$ cat config.mk
export PLATFORM = sky130hd
export DESIGN_NAME = syscall_dispatch
export DESIGN_NICKNAME = d
export VERILOG_FILES = /design/src/rtl/sdu_pkg.sv /design/src/rtl/sdu_decode.sv /design/src/rtl/sdu_msr_logic.sv /design/src/rtl/sdu_pair_ram.sv /design/src/rtl/syscall_dispatch.sv
export SDC_FILE = /design/constraint.sdc
export NUM_CORES = 1
export LEC_CHECK = 0
export ABC_AREA = 1
export BUFFER_PORTS_ARGS = -buffer_cell sky130_fd_sc_hd__buf_4
export CELL_PAD_IN_SITES_DETAIL_PLACEMENT = 0
export CELL_PAD_IN_SITES_GLOBAL_PLACEMENT = 1
export CORE_AREA = 2 2 266 268
export CTS_BUF_LIST = sky130_fd_sc_hd__clkbuf_2 sky130_fd_sc_hd__clkbuf_4 sky130_fd_sc_hd__clkbuf_8
export CTS_CLUSTER_SIZE = 24
export DETAILED_ROUTE_END_ITERATION = 10
export DIE_AREA = 0 0 268 270
export PLACE_DENSITY_LB_ADDON = 0.1
export SYNTH_ARGS = -nofsm -noshare
export SYNTH_HDL_FRONTEND = slang
export SYNTH_HIERARCHICAL = 1
export SYNTH_SLANG_ARGS = --single-unit
$ cat constraint.sdc
create_clock -name clk -period 15.4 [get_ports clk]
set_input_delay 1.54 -clock clk [delete_from_list [all_inputs] [get_ports clk]]
set_output_delay 1.54 -clock clk [all_outputs]
set_load 0.05 [all_outputs]
$ cat src/rtl/sdu_pkg.sv
// Package: shared constants and types for the system call dispatch unit.
// Assumes a 64-bit machine state word with bit 0 as the least significant bit.
package sdu_pkg;
    localparam int MSR_SF  = 63;
    localparam int MSR_EE  = 15;
    localparam int MSR_PR  = 14;
    localparam int MSR_FE0 = 11;
    localparam int MSR_SE  = 10;
    localparam int MSR_BE  = 9;
    localparam int MSR_FE1 = 8;
    localparam int MSR_IR  = 5;
    localparam int MSR_DR  = 4;
    localparam int MSR_RI  = 1;
    localparam int MSR_LE  = 0;

    localparam int FSCR_VCALL = 12;
    localparam int FSCR_CAUSE_LO = 56;
    localparam int CAUSE_W = 4;
    localparam logic [CAUSE_W-1:0] CAUSE_VCALL = 4'hC;

    localparam int VEC_W = 17;
    localparam int OFS_W = 12;
    localparam int PAGE_W = VEC_W - OFS_W;
    localparam logic [VEC_W-1:0]  VEC_LEGACY = 17'h00C00;
    localparam logic [VEC_W-1:0]  VEC_FACIL  = 17'h00F60;
    localparam logic [PAGE_W-1:0] VCALL_PAGE = 5'h17;
    localparam int LEVEL_W = 7;
    localparam int SLOT_SH = 5;

    localparam int PAIR_W = 2;
    typedef enum logic [PAIR_W-1:0] {
        PAIR_SAVE  = 2'd0,
        PAIR_HSAVE = 2'd1,
        PAIR_LINK  = 2'd2
    } pair_e;
endpackage

$ cat src/rtl/sdu_decode.sv
// Module: combinational request decode. Picks entry or return, computes the
// trap vector, the facility check and the register pair. Assumes sc_valid and
// ret_valid are not both set; if they are, the system call wins.
module sdu_decode
    import sdu_pkg::*;
(
    input  logic                 sc_valid,
    input  logic                 ret_valid,
    input  logic [31:0]          insn,
    input  logic                 ext_valid,
    input  logic                 ext_hv,
    input  logic [OFS_W-1:0]     ext_vec,
    input  logic                 in_problem,
    input  logic                 vcall_en,
    output logic                 take_entry,
    output logic                 take_ret,
    output logic                 entry_vcall,
    output logic                 facil_trap,
    output logic                 from_ext,
    output logic [VEC_W-1:0]     vec,
    output pair_e                save_pair,
    output pair_e                load_pair
);
    // Priority of save pairs: hypervisor first, then vectored call, then ordinary.
    function automatic pair_e pick_save(input logic hv, input logic vc);
        if (hv)      return PAIR_HSAVE;
        else if (vc) return PAIR_LINK;
        else         return PAIR_SAVE;
    endfunction

    // Decode the request class and derive vector and pairs.
    always_comb begin
        take_entry  = 1'b0;
        take_ret    = 1'b0;
        entry_vcall = 1'b0;
        facil_trap  = 1'b0;
        from_ext    = 1'b0;
        vec         = '0;
        load_pair   = PAIR_SAVE;
        if (ext_valid) begin
            take_entry = 1'b1;
            from_ext   = 1'b1;
            vec        = {{PAGE_W{1'b0}}, ext_vec};
        end else if (sc_valid) begin
            take_entry = 1'b1;
            if (insn[1]) begin
                vec = VEC_LEGACY;
            end else if (in_problem && !vcall_en) begin
                facil_trap = 1'b1;
                vec        = VEC_FACIL;
            end else begin
                entry_vcall = 1'b1;
                vec = {VCALL_PAGE, insn[SLOT_SH +: LEVEL_W], {SLOT_SH{1'b0}}};
            end
        end else if (ret_valid) begin
            take_ret = 1'b1;
            if (insn[7])      load_pair = PAIR_LINK;
            else if (!insn[9]) load_pair = PAIR_SAVE;
            else              load_pair = PAIR_HSAVE;
        end
        save_pair = pick_save(ext_valid && ext_hv, entry_vcall);
    end
endmodule

$ cat src/rtl/sdu_msr_logic.sv
// Module: combinational machine-state logic. Builds the MSR written on trap
// entry and the mode bits taken from a saved MSR on return.
module sdu_msr_logic
    import sdu_pkg::*;
#(
    parameter int XLEN = 64
) (
    input  logic [XLEN-1:0] cur_msr,
    input  logic            vcall,
    input  logic [XLEN-1:0] saved_msr,
    output logic [XLEN-1:0] entry_msr,
    output logic            ret_xlate,
    output logic            ret_priv,
    output logic            ret_le,
    output logic            ret_64
);
    // Entry MSR: force width and endianness, drop privilege and debug state.
    always_comb begin
        entry_msr = cur_msr;
        entry_msr[MSR_SF]  = 1'b1;
        entry_msr[MSR_LE]  = 1'b1;
        entry_msr[MSR_PR]  = 1'b0;
        entry_msr[MSR_SE]  = 1'b0;
        entry_msr[MSR_BE]  = 1'b0;
        entry_msr[MSR_FE0] = 1'b0;
        entry_msr[MSR_FE1] = 1'b0;
        entry_msr[MSR_IR]  = 1'b0;
        entry_msr[MSR_DR]  = 1'b0;
        if (!vcall) begin
            entry_msr[MSR_EE] = 1'b0;
            entry_msr[MSR_RI] = 1'b0;
        end
    end

    // Return mode: translation follows IR or problem state.
    always_comb begin
        ret_xlate = saved_msr[MSR_IR] | saved_msr[MSR_PR];
        ret_priv  = ~saved_msr[MSR_PR];
        ret_le    = saved_msr[MSR_LE];
        ret_64    = saved_msr[MSR_SF];
    end
endmodule

$ cat src/rtl/sdu_pair_ram.sv
// Module: paired special-register storage. Each row has an even (address) and
// an odd (state) word that are written together. Reads are asynchronous.
// Rows carry no reset; callers read only rows written earlier.
module sdu_pair_ram #(
    parameter int XLEN  = 64,
    parameter int IDX_W = 2
) (
    input  logic             clk,
    input  logic             wr_en,
    input  logic [IDX_W-1:0] wr_idx,
    input  logic [XLEN-1:0]  wr_even,
    input  logic [XLEN-1:0]  wr_odd,
    input  logic [IDX_W-1:0] rd_idx,
    output logic [XLEN-1:0]  rd_even,
    output logic [XLEN-1:0]  rd_odd
);
    localparam int ROWS = 2 ** IDX_W;

    logic [XLEN-1:0] even_q [ROWS];
    logic [XLEN-1:0] odd_q  [ROWS];

    for (genvar r = 0; r < ROWS; r++) begin : g_row
        // Row storage: load both halves when this row is addressed.
        always_ff @(posedge clk) begin
            if (wr_en && wr_idx == IDX_W'(r)) begin
                even_q[r] <= wr_even;
                odd_q[r]  <= wr_odd;
            end
        end
    end

    // Read port.
    always_comb begin
        rd_even = even_q[rd_idx];
        rd_odd  = odd_q[rd_idx];
    end
endmodule

$ cat src/rtl/syscall_dispatch.sv
// Module: system call trap dispatch top. Registers every result one clock
// after the request. Holds the MSR, the vectored-call enable and the cause
// field. Assumes XLEN is at least 64.
module syscall_dispatch
    import sdu_pkg::*;
#(
    parameter int XLEN = 64
) (
    input  logic              clk,
    input  logic              rst_n,
    input  logic              sc_valid,
    input  logic              ret_valid,
    input  logic [31:0]       insn,
    input  logic [XLEN-1:0]   cur_pc,
    input  logic              ext_valid,
    input  logic              ext_hv,
    input  logic [11:0]       ext_vec,
    input  logic              msr_wr_en,
    input  logic [XLEN-1:0]   msr_wr_data,
    input  logic              fscr_wr_en,
    input  logic [XLEN-1:0]   fscr_wr_data,
    output logic              redir_valid,
    output logic              redir_trap,
    output logic [XLEN-1:0]   redir_addr,
    output logic              mode_xlate,
    output logic              mode_priv,
    output logic              mode_le,
    output logic              mode_64,
    output logic              save_en,
    output logic [1:0]        save_idx,
    output logic [XLEN-1:0]   msr_out,
    output logic [XLEN-1:0]   fscr_out
);
    localparam logic [XLEN-1:0] MSR_RESET = (XLEN'(1) << MSR_SF) | (XLEN'(1) << MSR_LE);
    localparam logic [XLEN-1:0] ALIGN_MASK = ~XLEN'(3);

    logic               msr_q_pr;
    logic [XLEN-1:0]    msr_q;
    logic               vcall_en_q;
    logic [CAUSE_W-1:0] cause_q;

    logic               take_entry, take_ret, entry_vcall, facil_trap, from_ext;
    logic [VEC_W-1:0]   vec;
    pair_e              save_pair, load_pair;
    logic [XLEN-1:0]    entry_msr, rd_even, rd_odd, save_addr;
    logic               r_xlate, r_priv, r_le, r_64;

    assign msr_q_pr = msr_q[MSR_PR];

    sdu_decode u_dec (
        .sc_valid    (sc_valid),
        .ret_valid   (ret_valid),
        .insn        (insn),
        .ext_valid   (ext_valid),
        .ext_hv      (ext_hv),
        .ext_vec     (ext_vec),
        .in_problem  (msr_q_pr),
        .vcall_en    (vcall_en_q),
        .take_entry  (take_entry),
        .take_ret    (take_ret),
        .entry_vcall (entry_vcall),
        .facil_trap  (facil_trap),
        .from_ext    (from_ext),
        .vec         (vec),
        .save_pair   (save_pair),
        .load_pair   (load_pair)
    );

    sdu_msr_logic #(.XLEN(XLEN)) u_msr (
        .cur_msr   (msr_q),
        .vcall     (entry_vcall),
        .saved_msr (rd_odd),
        .entry_msr (entry_msr),
        .ret_xlate (r_xlate),
        .ret_priv  (r_priv),
        .ret_le    (r_le),
        .ret_64    (r_64)
    );

    // Saved return point: next instruction for calls, trapped point otherwise.
    assign save_addr = from_ext ? cur_pc : cur_pc + XLEN'(4);

    sdu_pair_ram #(.XLEN(XLEN), .IDX_W(PAIR_W)) u_ram (
        .clk     (clk),
        .wr_en   (take_entry),
        .wr_idx  (save_pair),
        .wr_even (save_addr),
        .wr_odd  (msr_q),
        .rd_idx  (load_pair),
        .rd_even (rd_even),
        .rd_odd  (rd_odd)
    );

    // Machine state register update: entry, then return, then software write.
    always_ff @(posedge clk) begin
        if (!rst_n)          msr_q <= MSR_RESET;
        else if (take_entry) msr_q <= entry_msr;
        else if (take_ret)   msr_q <= rd_odd;
        else if (msr_wr_en)  msr_q <= msr_wr_data;
    end

    // Facility control fields: software write, or cause code on facility trap.
    always_ff @(posedge clk) begin
        if (!rst_n) begin
            vcall_en_q <= 1'b1;
            cause_q    <= '0;
        end else if (fscr_wr_en) begin
            vcall_en_q <= fscr_wr_data[FSCR_VCALL];
            cause_q    <= fscr_wr_data[FSCR_CAUSE_LO +: CAUSE_W];
        end else if (facil_trap) begin
            cause_q <= CAUSE_VCALL;
        end
    end

    // Registered redirect, mode and save report.
    always_ff @(posedge clk) begin
        if (!rst_n) begin
            redir_valid <= 1'b0;
            redir_trap  <= 1'b0;
            redir_addr  <= '0;
            mode_xlate  <= 1'b0;
            mode_priv   <= 1'b0;
            mode_le     <= 1'b0;
            mode_64     <= 1'b0;
            save_en     <= 1'b0;
            save_idx    <= '0;
        end else begin
            redir_valid <= take_entry | take_ret;
            redir_trap  <= take_entry;
            save_en     <= take_entry;
            mode_xlate  <= take_ret & r_xlate;
            mode_priv   <= take_ret & r_priv;
            mode_le     <= take_ret & r_le;
            mode_64     <= take_ret & r_64;
            if (take_entry) begin
                redir_addr <= {{(XLEN-VEC_W){1'b0}}, vec[VEC_W-1:2], 2'b00};
                save_idx   <= save_pair;
            end else if (take_ret) begin
                redir_addr <= rd_even & ALIGN_MASK;
            end
        end
    end

    // Port views of internal state.
    always_comb begin
        msr_out = msr_q;
        fscr_out = '0;
        fscr_out[FSCR_VCALL] = vcall_en_q;
        fscr_out[FSCR_CAUSE_LO +: CAUSE_W] = cause_q;
    end
endmodule

; ---- After elaboration in Yosys (flattened, before gate mapping)
; Memory sizes are Yosys's and may differ from the RTL's.
; Index checks and enable logic that the tools add are counted.
[word_totals]
reg_bits = 139
mem_bits_rw = 512
in_bits = 244
output_inout_bits = 201
word_cells = 111
memories = 2
[op_classes]
addsub = 1
eq_ne = 4
n_mux = 60
bitwise_logic = 9
n_reduce_logical = 21
[mem_list]
columns = memory, words, width, read_ports, rd_clocked_by_memory_dff, wr, line_no
row1 = u_ram.even_q, 4, 64, 1, 0, 1, sdu_pair_ram.sv:19  ; logic [XLEN-1:0] even_q [ROWS];
row2 = u_ram.odd_q, 4, 64, 1, 0, 1, sdu_pair_ram.sv:20  ; logic [XLEN-1:0] odd_q [ROWS];
[ops]
columns = operator, count
row1 = $mux W64, 9
row2 = $reduce_or A64 Y1, 6
row3 = $mux W17, 6
row4 = $add A64 B3 Y64 const B, 1
row5 = $mux W1, 30
row6 = $mux W2, 12
row7 = $mux W16, 1
row8 = $mux W4, 2
row9 = $logic_and A1 B1 Y1, 6
row10 = $reduce_bool A2 Y1, 3
row11 = $and A1 B1 Y1, 4
row12 = $eq A2 B2 Y1 const B, 2
row13 = $reduce_and A2 Y1, 2
row14 = $not A1 Y1, 3
row15 = $reduce_bool A3 Y1, 1
row16 = $eq A2 B1 Y1 const B, 1
row17 = $logic_not A2 Y1, 1
row18 = $ne A2 B2 Y1 const B, 1
row19 = $or A1 B1 Y1, 2
row20 = $reduce_or A2 Y1, 1
row21 = $logic_not A1 Y1, 1

; ---- Longest topological paths before layout
[depth]
ltp_word = 16
depth_mapped = 14
depth_no_buf = 11

; ---- Modules after synthesis
; The synthesis kept the hierarchy.
[modules_own_cells]
columns = module, instances, cells_per_inst, area_per_inst_um2, seq_area_each_um2
row1 = sdu_pair_ram, 1, 2014, 21658.3, 15374.7
row2 = syscall_dispatch, 1, 1231, 8509.4, 2782.7
row3 = sdu_msr_logic, 1, 73, 514.2, 0.0
row4 = sdu_decode, 1, 66, 295.3, 0.0

; ---- Worst setup path after synthesis
; No wires, ideal clock.
[synth_timing]
path_kind = input to register
start = in ext_valid
end = mem u_ram.even_q[2][0] (enable)
setup_ps = 773
arrival_ps = 10739
required_ps = 14627
slack_ps = 3888
path_stages = 7
n_path_buf = 0
cell_sequence = inv_2 -> nand2_2 -> nor2_4 -> inv_2 -> nor2_1 -> inv_1 -> nor3_1
[synth_via]
elab_chain_cells = 11
elab_cells_between_ends = 30
classes_between = 3 x eq/ne / 18 x mux / 9 x reduce/logical
[synth_lines]
columns = item, line_no
row1 = "start, declared", syscall_dispatch.sv:15  ; input logic ext_valid,
row2 = $mux W1, sdu_decode.sv:40  ; if (ext_valid) begin
row3 = $mux W2, sdu_decode.sv:27  ; else if (vc) return PAIR_LINK;
row4 = $mux W2 *, sdu_decode.sv:26  ; if (hv) return PAIR_HSAVE;
row5 = named net save_pair[1], syscall_dispatch.sv:44  ; pair_e save_pair, load_pair;
row6 = $eq A2 B1 Y1, sdu_pair_ram.sv:25  ; if (wr_en && wr_idx == IDX_W'(r)) begin
row7 = $logic_and A1 B1 Y1, sdu_pair_ram.sv:25
row8 = $mux W1, sdu_pair_ram.sv:25
row9 = $mux W1 (not written as such), sdu_pair_ram.sv:26  ; even_q[r] <= wr_even;
row10 = $reduce_or A64 Y1 (no line), --
row11 = $mux W2 (no line) / $mux W1 (equally long branches) (3 in series), --
row12 = "end, declared", sdu_pair_ram.sv:19
; The timed path passes the listed nets; every way through them passes the cells marked *.

; ---- Final worst setup path
[layout_timing]
start = in ext_valid
end = reg msr_q[44] (netlist: msr_out[44])
[layout_via]
elab_chain_cells = 3
elab_cells_between_ends = 8
classes_between = 4 x mux / 1 x bitwise / 2 x reduce/logical / 1 x memory
[layout_lines]
columns = item, line_no
row1 = $mux W1, sdu_decode.sv:40
row2 = named net take_entry, syscall_dispatch.sv:42  ; logic take_entry, take_ret, entry_vcall, facil_trap, from_ext;
row3 = $not A1 Y1 (no line), --
row4 = $reduce_and A2 Y1 (no line), --
row5 = "end signal, assigned", syscall_dispatch.sv:97  ; else if (take_entry) msr_q <= entry_msr;
row6 = "end signal, assigned", syscall_dispatch.sv:98  ; else if (take_ret) msr_q <= rd_odd;
row7 = "end signal, assigned", syscall_dispatch.sv:99  ; else if (msr_wr_en) msr_q <= msr_wr_data;
row8 = "end, declared", syscall_dispatch.sv:38  ; logic [XLEN-1:0] msr_q;
; The timed path passes the listed nets, and every way through them passes these cells.
; A chain may end at the register's enable or synchronous reset.

==> impl_metrics.tcl <==
set metrics [dict create \
    status "completed" \
    rr_startpoint "msr_out[14]$_SDFFE_PN0P_" \
    area_delta_synth_final_pct 14.5 \
    antenna_found_initial 4 \
    synth_cells 3350 \
    ant_nets 0 \
    grt_util_met3 0.0383 \
    startpoint_type "primary input" \
    p_int_w 0.00304 \
    gp_congestion 0.864 \
    arrival_ns 5.77 \
    synth.avg_cell_area_sq_um 9.14 \
    worst-path-buf-inv 6 \
    cts_buffers 111 \
    cap_violations 0 \
    busiest_layer "met2" \
    holdPathStages 2 \
    grt_pass1_vias 22200 \
    rsz0062_at_grt "false" \
    hold_class "flip-flop to flip-flop" \
    root_buffer "clkbuf_8" \
    hold_ws_ns 0.462 \
    grt_use_met1 0.307 \
    hold_violations 0 \
    ys_warn_count 6 \
    power_w 0.00409 \
    cts_tree "yes" \
    skew_ns 0.0373 \
    placed_area_sq_um 32600 \
    cpLargestDelayFamily "buffers and inverters" \
    post_synth_instance_area_sq_um 30600 \
    coreArea_sq_um 69500 \
    clk-insertion-delay-late_ns 0.73 \
    final_cell_mix "908 x nand2_1, 579 x inv_1, 504 x edfxtp_1, 324 x buf_4, 287 x nand3_1" \
    firstDrtPassIters 6 \
    cts_hold_buf 0 \
    crit_chain "buf_4 -> inv_2 -> nand2_4 -> inv_2 -> nand2_2 -> nor2_4 -> buf_4 -> clkinv_2 -> buf_4 -> o21ai_0 -> a21oi_1" \
    p_comb_frac 0.102 \
    min_period_over_period 0.337 \
    fillCellCount 6541 \
    cpPeakStageDelay_ns 0.85 \
    fin_tns_setup_ns 0 \
    grtUsageTotal 0.236 \
    p_clk_frac 0.409 \
    start_util 0.441 \
    r2r_cells 6 \
    clk_pin_slew_ns 0.06 \
    final_nets 3811 \
    wl_um 86200 \
    crit_top_cell "buf_4" \
    grt_overflow 0 \
    io_buffers 296 \
    first_iter_violations 1483 \
    report.final.slew_viol_count 0 \
    hpwlAfterDp_um 51300 \
    dpl.cell_count 4393 \
    sequentialPowerShare 0.489 \
    fin_area_sq_um 35100 \
    grt_use_met2 0.398 \
    final_common_cell "nand2_1" \
    critPathMaxFanout 51 \
    max_freq_mhz 193 \
    grt_max_degree 224 \
    min_to "redir_addr[29]$_SDFFE_PP0P_" \
    htreeDepth 3 \
    ios 445 \
    wl_per_cell_um 18.7 \
    cp_num_cells 11 \
    fp.dieH_um 270 \
    powerDensity_nw_per_um2 117 \
    end_kind "flip-flop" \
    cts_buffer_depth 3 \
    via_per_inst 4.89 \
    critical_path.slowest_cell "inv_2" \
    drt_drc_violations_left 0 \
    timing.rr.end "u_ram/odd_q[1][17]$_DFFE_PP_" \
    via_count 22500 \
    relSlewSlack 0.226 \
    switching_share 0.257 \
    p_sw_w 0.00105 \
    die-area_sq_um 72400 \
    worstMarginPinSlew_ns 1.16 \
    p_leak_nw 15.8 \
    grt_pass1_wl_um 130000 \
    postCtsSetupRepairBufs 0 \
    cts.repair.resized 0 \
    drive_gt1_frac 0.174 \
    rows 97 \
    reg2reg_slack_ns 12.00 \
    crit_type "primary input to flip-flop" \
    setup_viol 0 \
    die_w_um 268 \
    fin_crit_ns 5.19 \
    required_ns 15.98 \
    ir_drop_mv 0.0803 \
    fin_cells 4605 \
    min_from "redir_addr[29]$_SDFFE_PP0P_" \
    clkSinkCount 643 \
]
[power groups by stage]
| stage | Sequential (W) | Clock (W) | Combinational, W |
|---|---|---|---|
| after global placement | 0.00203 | 0 | 0.000415 |
| after detailed placement | 0.00204 | 0 | 0.000420 |
| final | 0.00200 | 0.00167 | 0.000418 |
| after floorplan | 0.00210 | 0 | 0.000241 |
| after CTS | 0.00200 | 0.00172 | 0.000421 |
| after global routing | 0.00201 | 0.00180 | 0.000455 |
[worst min-delay path, stage by stage, from the launching register on]
cell     delay, ns
dfxtp_1       0.31
nand2_1       0.06
a21oi_1       0.05
[registers in the layout (all words and copies together), names as in the netlist, 2 cells and up]
name / flops
u_ram/odd_q: 256
cause_q: 4
redir_addr: 62
u_ram/even_q: 248
save_idx: 2
msr_out: 64
[worst max-delay path by stage]
| stage | end | slack, ns | start |
|---|---|---|---|
| global route | msr_out[44]$_SDFFE_PN0P_ | 10.02 | ext_valid |
| detailed placement | msr_out[44]$_SDFFE_PN0P_ | 9.52 | ext_valid |
| global placement | msr_out[27]$_SDFFE_PN0P_ | 9.56 | ext_valid |
| finish | msr_out[44]$_SDFFE_PN0P_ | 10.21 | ext_valid |
| floorplan | u_ram/even_q[2][10]$_DFFE_PP_ | 4.03 | ext_valid |
| CTS | msr_out[44]$_SDFFE_PN0P_ | 10.29 | ext_valid |
[per-stage QoR]
step / setup slack [ns] / utilization
final: 10.21 / 0.504
after global routing: 10.02 / 0.504
after CTS: 10.29 / 0.504
after detailed placement: 9.52 / 0.469
after global placement: 9.56 / 0.469
after floorplan: 4.03 / -
[metal layers]
| layer | up-vias | part of all wire | wire length, um |
|---|---|---|---|
| li1 | 10900 | - | - |
| met1 | 10800 | 0.43 | 37200 |
| met2 | 668 | 0.48 | 41500 |
| met3 | 134 | 0.059 | 5070 |
| met4 | 2 | 0.028 | 2380 |
| met5 | - | 0.000093 | 8 |
[cell type report]
| class | count | area [sq um] | share of cell area |
|---|---|---|---|
| multi-input combinational | 1895 | 8860 | 0.252 |
| timing repair buffer | 325 | 2450 | 0.0699 |
| tap | 940 | 1180 | 0.0335 |
| sequential | 643 | 17900 | 0.511 |
| clock inverter | 51 | 435 | 0.0124 |
| antenna | 1 | 2.50 | 0.0000713 |
| clock buffer | 160 | 2010 | 0.0573 |
| inverter | 590 | 2230 | 0.0635 |
Power figures use the tool's default switching activity.
